File: config.mk
export PLATFORM = sky130hd
export DESIGN_NAME = strap_serial_cfg
export DESIGN_NICKNAME = d
export VERILOG_FILES = /design/src/rtl/cfgc_pkg.sv /design/src/rtl/cfgc_sync.sv /design/src/rtl/cfgc_shifter.sv /design/src/rtl/cfgc_bank.sv /design/src/rtl/strap_serial_cfg.sv
export SDC_FILE = /design/constraint.sdc
export NUM_CORES = 1
export LEC_CHECK = 0
export BUFFER_PORTS_ARGS = -buffer_cell sky130_fd_sc_hd__buf_2
export CAP_MARGIN = 20
export CORE_ASPECT_RATIO = 2
export CORE_UTILIZATION = 39
export CTS_CLUSTER_DIAMETER = 40
export DETAILED_ROUTE_END_ITERATION = 7
export GPL_ROUTABILITY_DRIVEN = 0
export PLACE_DENSITY = 0.56
export SYNTH_ARGS = -nofsm -noshare
export SYNTH_HDL_FRONTEND = slang
export SYNTH_SLANG_ARGS = --single-unit
export TNS_END_PERCENT = 30
File: constraint.sdc
create_clock -name clk -period 3.5 [get_ports clk]
set_input_delay 0.35 -clock clk [delete_from_list [all_inputs] [get_ports clk]]
set_output_delay 0.35 -clock clk [all_outputs]
set_load 0.005 [all_outputs]
File: src/rtl/cfgc_pkg.sv
package cfgc_pkg;
  localparam int REF_W   = 10;
  localparam int MAIN_W  = 15;
  localparam int BITS_W  = 2;
  localparam int WORD_W  = 32;
  localparam int ADDR_W  = 4;
  localparam int DATA_W  = WORD_W - ADDR_W;
  localparam int IDX_W   = 3;

  typedef struct packed {
    logic [REF_W-1:0]  ref_div;
    logic [MAIN_W-1:0] main_div;
    logic [BITS_W-1:0] out_bits;
    logic              filt_hi;
  } cfg_t;

  // Built-in configuration table, indexed by strap level code.
  function automatic cfg_t preset_cfg(input logic [IDX_W-1:0] idx);
    cfg_t c;
    c.filt_hi  = (idx != 3'd1);
    c.out_bits = (idx <= 3'd1) ? BITS_W'(1) :
                 (idx <= 3'd4) ? BITS_W'(2) : BITS_W'(3);
    case (idx)
      3'd3:    begin c.ref_div = REF_W'(32); c.main_div = MAIN_W'(1536); end
      3'd4:    begin c.ref_div = REF_W'(96); c.main_div = MAIN_W'(7857); end
      3'd5:    begin c.ref_div = REF_W'(26); c.main_div = MAIN_W'(1488); end
      3'd7:    begin c.ref_div = REF_W'(26); c.main_div = MAIN_W'(1508); end
      default: begin c.ref_div = REF_W'(16); c.main_div = MAIN_W'(1536); end
    endcase
    return c;
  endfunction

  // Merge one serial word into the current configuration.
  function automatic cfg_t apply_write(input cfg_t cur,
                                       input logic [ADDR_W-1:0] addr,
                                       input logic [DATA_W-1:0] data);
    cfg_t c;
    c = cur;
    if (addr == ADDR_W'(0)) begin
      c.ref_div  = data[REF_W-1:0];
      c.main_div = data[REF_W+MAIN_W-1:REF_W];
    end else if (addr == ADDR_W'(1)) begin
      c.out_bits = data[BITS_W-1:0];
      c.filt_hi  = data[BITS_W];
    end
    return c;
  endfunction
endpackage

File: src/rtl/cfgc_sync.sv
module cfgc_sync #(
  parameter int W        = 4,
  parameter int STAGES   = 2,
  parameter logic [W-1:0] RST_VAL = '0
) (
  input  logic         clk,
  input  logic         rst_n,
  input  logic [W-1:0] din,
  output logic [W-1:0] dout
);
  logic [W-1:0] stage_q [STAGES];

  for (genvar s = 0; s < STAGES; s++) begin : g_stage
    if (s == 0) begin : g_first
      always_ff @(posedge clk or negedge rst_n) begin
        if (!rst_n) stage_q[0] <= RST_VAL;
        else        stage_q[0] <= din;
      end
    end else begin : g_next
      always_ff @(posedge clk or negedge rst_n) begin
        if (!rst_n) stage_q[s] <= RST_VAL;
        else        stage_q[s] <= stage_q[s-1];
      end
    end
  end

  assign dout = stage_q[STAGES-1];
endmodule

File: src/rtl/cfgc_shifter.sv
module cfgc_shifter #(
  parameter int WORD_W = 32
) (
  input  logic              clk,
  input  logic              rst_n,
  input  logic              en,
  input  logic              sclk_s,
  input  logic              sel_n_s,
  input  logic              dat_s,
  output logic              sclk_rise,
  output logic              sel_rise,
  output logic              commit,
  output logic [WORD_W-1:0] word
);
  localparam int CNT_MAX = WORD_W + 1;
  localparam int CNT_W   = $clog2(CNT_MAX + 1);

  logic             sclk_q, sel_q;
  logic [CNT_W-1:0] cnt;

  always_ff @(posedge clk or negedge rst_n) begin
    if (!rst_n) begin
      sclk_q <= 1'b0;
      sel_q  <= 1'b1;
    end else begin
      sclk_q <= sclk_s;
      sel_q  <= sel_n_s;
    end
  end

  assign sclk_rise = en && !sel_n_s && sclk_s && !sclk_q;
  assign sel_rise  = en && sel_n_s && !sel_q;
  assign commit    = sel_rise && (cnt == CNT_W'(WORD_W));

  always_ff @(posedge clk or negedge rst_n) begin
    if (!rst_n) begin
      word <= '0;
    end else if (sclk_rise) begin
      word <= {word[WORD_W-2:0], dat_s};
    end
  end

  always_ff @(posedge clk or negedge rst_n) begin
    if (!rst_n) begin
      cnt <= '0;
    end else if (!en || sel_n_s) begin
      cnt <= '0;
    end else if (sclk_rise && cnt != CNT_W'(CNT_MAX)) begin
      cnt <= cnt + 1'b1;
    end
  end

  assert_cnt_cap_R6: assert property (@(posedge clk) disable iff (!rst_n)
    cnt <= CNT_W'(CNT_MAX));
  assert_commit_clears_R6: assert property (@(posedge clk) disable iff (!rst_n)
    commit |=> (cnt == '0));
  assert_shift_hold_R5: assert property (@(posedge clk) disable iff (!rst_n)
    !sclk_rise |=> $stable(word));
endmodule

File: src/rtl/cfgc_bank.sv
module cfgc_bank
  import cfgc_pkg::*;
(
  input  logic              clk,
  input  logic              rst_n,
  input  logic              strap,
  input  logic [IDX_W-1:0]  idx,
  input  logic              wr_en,
  input  logic [WORD_W-1:0] wr_word,
  output cfg_t              cfg
);
  logic [ADDR_W-1:0] wr_addr;
  logic [DATA_W-1:0] wr_data;

  assign wr_addr = wr_word[ADDR_W-1:0];
  assign wr_data = wr_word[WORD_W-1:ADDR_W];

  always_ff @(posedge clk or negedge rst_n) begin
    if (!rst_n)      cfg <= preset_cfg('0);
    else if (strap)  cfg <= preset_cfg(idx);
    else if (wr_en)  cfg <= apply_write(cfg, wr_addr, wr_data);
  end

  assert_unused_addr_R7: assert property (@(posedge clk) disable iff (!rst_n)
    (wr_en && !strap && wr_addr > ADDR_W'(1)) |=> $stable(cfg));
  assert_hold_R9: assert property (@(posedge clk) disable iff (!rst_n)
    (!strap && !wr_en) |=> $stable(cfg));
endmodule

File: src/rtl/strap_serial_cfg.sv
module strap_serial_cfg
  import cfgc_pkg::*;
#(
  parameter int SYNC_STAGES = 2
) (
  input  logic              clk,
  input  logic              rst_n,
  input  logic              strap_en,
  input  logic              ser_clk,
  input  logic              ser_sel_n,
  input  logic              ser_dat,
  output logic [REF_W-1:0]  ref_div,
  output logic [MAIN_W-1:0] main_div,
  output logic [BITS_W-1:0] out_bits,
  output logic              filt_hi
);
  logic [3:0]        pins_s;
  logic              strap_s, sclk_s, sel_n_s, dat_s;
  logic              sclk_rise, sel_rise, commit;
  logic [WORD_W-1:0] word;
  cfg_t              cfg;

  cfgc_sync #(.W(4), .STAGES(SYNC_STAGES), .RST_VAL(4'b0010)) u_sync (
    .clk  (clk),
    .rst_n(rst_n),
    .din  ({strap_en, ser_clk, ser_sel_n, ser_dat}),
    .dout (pins_s)
  );

  assign {strap_s, sclk_s, sel_n_s, dat_s} = pins_s;

  cfgc_shifter #(.WORD_W(WORD_W)) u_shift (
    .clk      (clk),
    .rst_n    (rst_n),
    .en       (!strap_s),
    .sclk_s   (sclk_s),
    .sel_n_s  (sel_n_s),
    .dat_s    (dat_s),
    .sclk_rise(sclk_rise),
    .sel_rise (sel_rise),
    .commit   (commit),
    .word     (word)
  );

  cfgc_bank u_bank (
    .clk    (clk),
    .rst_n  (rst_n),
    .strap  (strap_s),
    .idx    ({sclk_s, dat_s, sel_n_s}),
    .wr_en  (commit),
    .wr_word(word),
    .cfg    (cfg)
  );

  assign ref_div  = cfg.ref_div;
  assign main_div = cfg.main_div;
  assign out_bits = cfg.out_bits;
  assign filt_hi  = cfg.filt_hi;

  assert_quiet_in_strap_R8: assert property (@(posedge clk) disable iff (!rst_n)
    strap_s |-> (!commit && !sclk_rise && !sel_rise));
endmodule

==> results.json <==
{
  "h-tree-depth": 3,
  "netlist_area_sq_um": 2979,
  "period_minus_slack_ns": 2.370,
  "start_util_pct": 40.69,
  "final_nets": 281,
  "cp.arrival_ns": 2.62,
  "drive_above_1_share_pct": 33.57,
  "viasPerCell": 5.331,
  "final_common_cell": "dfrtp_1",
  "slew_viol_final": 0,
  "reg2reg_to": "u_bank.cfg[21]",
  "path_clk_slew_ns": 0.05,
  "diodes": 0,
  "rrSetupSlack_ns": 1.13,
  "grt_max_degree": 63,
  "vias": 1967,
  "tns_ns": 0,
  "core-area_sq_um": 7322,
  "post-route-util_pct": 48.39,
  "grt_util_all_layers_pct": 18.04,
  "wl_per_cell_um": 17.36,
  "die-area_sq_um": 8013,
  "synth_cells": 236,
  "hold_end": "u_sync.stage_q[5]",
  "period_share_pct": 67.71,
  "fillers": 680,
  "hold_path_depth": 1,
  "power_leakage_nw": 1.716,
  "yosysUniqueCellTypes": 34,
  "totalWireLength_mm": 6.404,
  "final_antenna_net_count": 0,
  "hold_class": "in2reg",
  "clkLatencyLatePin_ns": 0.33,
  "avgSynthCellArea_sq_um": 12.62,
  "fp.dieH_um": 125.6,
  "hpwl_mm": 4.298,
  "synth-seq-cells": 73,
  "first_iter_violations": 56,
  "min-delay-start": "ser_sel_n",
  "port_buffers": 33,
  "grt_pass1_wl_mm": 10.61,
  "status": "finished clean",
  "drc_errors": 0,
  "r2r_start": "u_shift.cnt[0]",
  "clockBufferDepth": 2,
  "path_class": "reg2reg",
  "grt_antenna_before_repair": 0,
  "synth_nets": 245,
  "grt.overflow.total": 0,
  "ios": 34,
  "rr_worst_depth": 6,
  "path_max_fanout": 25,
  "peakVddDrop_mv": 0.2989,
  "tritoncts": "done",
  "clock-sinks": 73,
  "required_ns": 3.75,
  "tightest_slew_ns": 0.7815,
  "num_rows": 44,
  "area_delta_synth_final_pct": 18.94,
  "drv_cap": 0,
  "layout_common_cells": "65 x dfrtp_1, 33 x nand2_1, 33 x buf_2",
  "cp-start-kind": "flip-flop",
  "fin_worst_skew_ns": 0.006916,
  "fmax_mhz": 422.0,
  "rsz0062_at_grt": "false",
  "cts_setup_buffers": 0,
  "first_pass_iters": 6,
  "die_width_um": 63.80,
  "yosysWarnings": 0,
  "cts_root_buf": "clkbuf_16",
  "yosysSeqAreaShare_pct": 61.65,
  "p_per_area_nw_per_um2": 559.4,
  "setup_violations": 0,
  "grt_pass1_vias": 2053,
  "numCtsBuffers": 9,
  "worstSetupEndpointType": "flip-flop",
  "slew_headroom_pct": 47.90,
  "final_hold_viol_count": 0
}
## cell families (layout without fill, tap and decap cells)
kind of cell               after synthesis  count (layout)  share of synthesized area [%]
DFF                                     73              73                          61.65
and+or+nand+nor                         63              63                          11.55
AOI/OAI and AO/OA                       39              39                          8.274
muxes                                   38              38                          13.99
buffers and inverters                   17              58                          2.394
adders and majority gates                3               3                          1.260
xor gates and xnor gates                 3               3                         0.8821
## sequential cells by signal, summed over array words and instances (netlist names)
name	count
u_shift.word	29
u_sync.dout	4
u_sync.stage_q	4
u_bank.cfg	28
u_shift.sclk_q	1
u_shift.cnt	6
u_shift.sel_q	1
## where the power goes
| group | switching, mW | internal, mW | leakage (nW) |
|---|---|---|---|
| clock | 0.328 | 0.588 | 0.150 |
| sequential | 0.0490 | 0.895 | 0.945 |
| combinational | 0.0608 | 0.0613 | 0.621 |
| total | 0.438 | 1.54 | 1.72 |
## Yosys cell counts
cell type	instances	area, sq um
nor3_1	1	5.000
clkbuf_1	7	26.28
o21ai_0	9	45.04
ha_1	3	37.54
nor4b_4	2	47.55
o311a_1	4	40.04
a21boi_0	1	7.510
mux2i_1	9	90.09
a2bb2oi_1	5	43.79
nor4b_2	1	15.01
dfstp_2	8	210.2
a21oi_1	12	60.06
o21ai_1	1	5.000
or4_1	1	7.510
nor2_1	7	26.28
nand2b_1	3	18.77
buf_2	6	30.03
or2_2	1	6.260
nor2b_1	2	12.51
mux2_2	29	326.6
o22ai_1	3	18.77
nand2_1	33	123.9
and4_1	1	8.760
inv_1	4	15.01
a21boi_1	1	7.510
dfrtp_1	65	1627
or3_1	4	25.02
nand4_1	3	18.77
nand4_2	1	12.51
and3_1	1	6.260
xnor2_1	1	8.760
nand3_1	2	10.01
xor2_1	2	17.52
a31oi_1	3	18.77
## stage by stage
stage / power, mW / area (sq um) / setup slack, ns / std cells / hold WS [ns]
floorplan: 1.013 / 2979 / 1.761 / 236 / 0.05441
global placement: 1.079 / 3233 / 1.256 / 352 / 0.2442
finish: 1.982 / 3543 / 1.130 / 369 / 0.1200
detailed placement: 1.083 / 3233 / 1.114 / 352 / 0.2454
CTS: 2.007 / 3543 / 1.110 / 369 / 0.1076
global route: 2.055 / 3543 / 0.8886 / 369 / 0.1132
## how the worst max path moves through the flow
stage / cells past startpoint / from / to
detailed placement: 6 / u_shift.cnt[0] / u_bank.cfg[21]
finish: 6 / u_shift.cnt[0] / u_bank.cfg[21]
global placement: 6 / u_shift.cnt[0] / u_bank.cfg[9]
floorplan: 6 / u_shift.cnt[0] / u_bank.cfg[14]
CTS: 6 / u_shift.cnt[0] / u_bank.cfg[21]
global route: 6 / u_shift.cnt[1] / u_bank.cfg[21]
## what timing repair did
item / CTS / global route
hold buffers: 1 / 0
endpoints found under the hold margin: 10 / 0
resized for setup: 0 / 0
endpoints found under the setup margin: 0 / 0
## routing by layer
layer	global-route usage, %	vias to the layer above	wire length (um)
met1	20.72	1021	2657
li1	-	898	-
met3	4.288	13	232
met5	0	-	0
met4	9.759	0	178
met2	30.29	35	3335
## area by class of cell
cell class,instances,area [sq um],area share [%]
sequential,73,1837,51.84
multi-input combinational,146,1071,30.23
clock inverter,3,40.04,1.130
tap,92,115.1,3.249
inverter,4,15.01,0.4237
clock buffer,13,260.3,7.345
timing repair buffer,38,205.2,5.791
## worst max-delay path, cell delays in order, from the launching register on
cell and delay (ns):
dfrtp_1 0.43, inv_1 0.08, ha_1 0.14, nor4b_2 0.32, nand4_2 0.65, nand2_1 0.47
a2bb2oi_1 0.19
(Power assumes the default switching activity.)
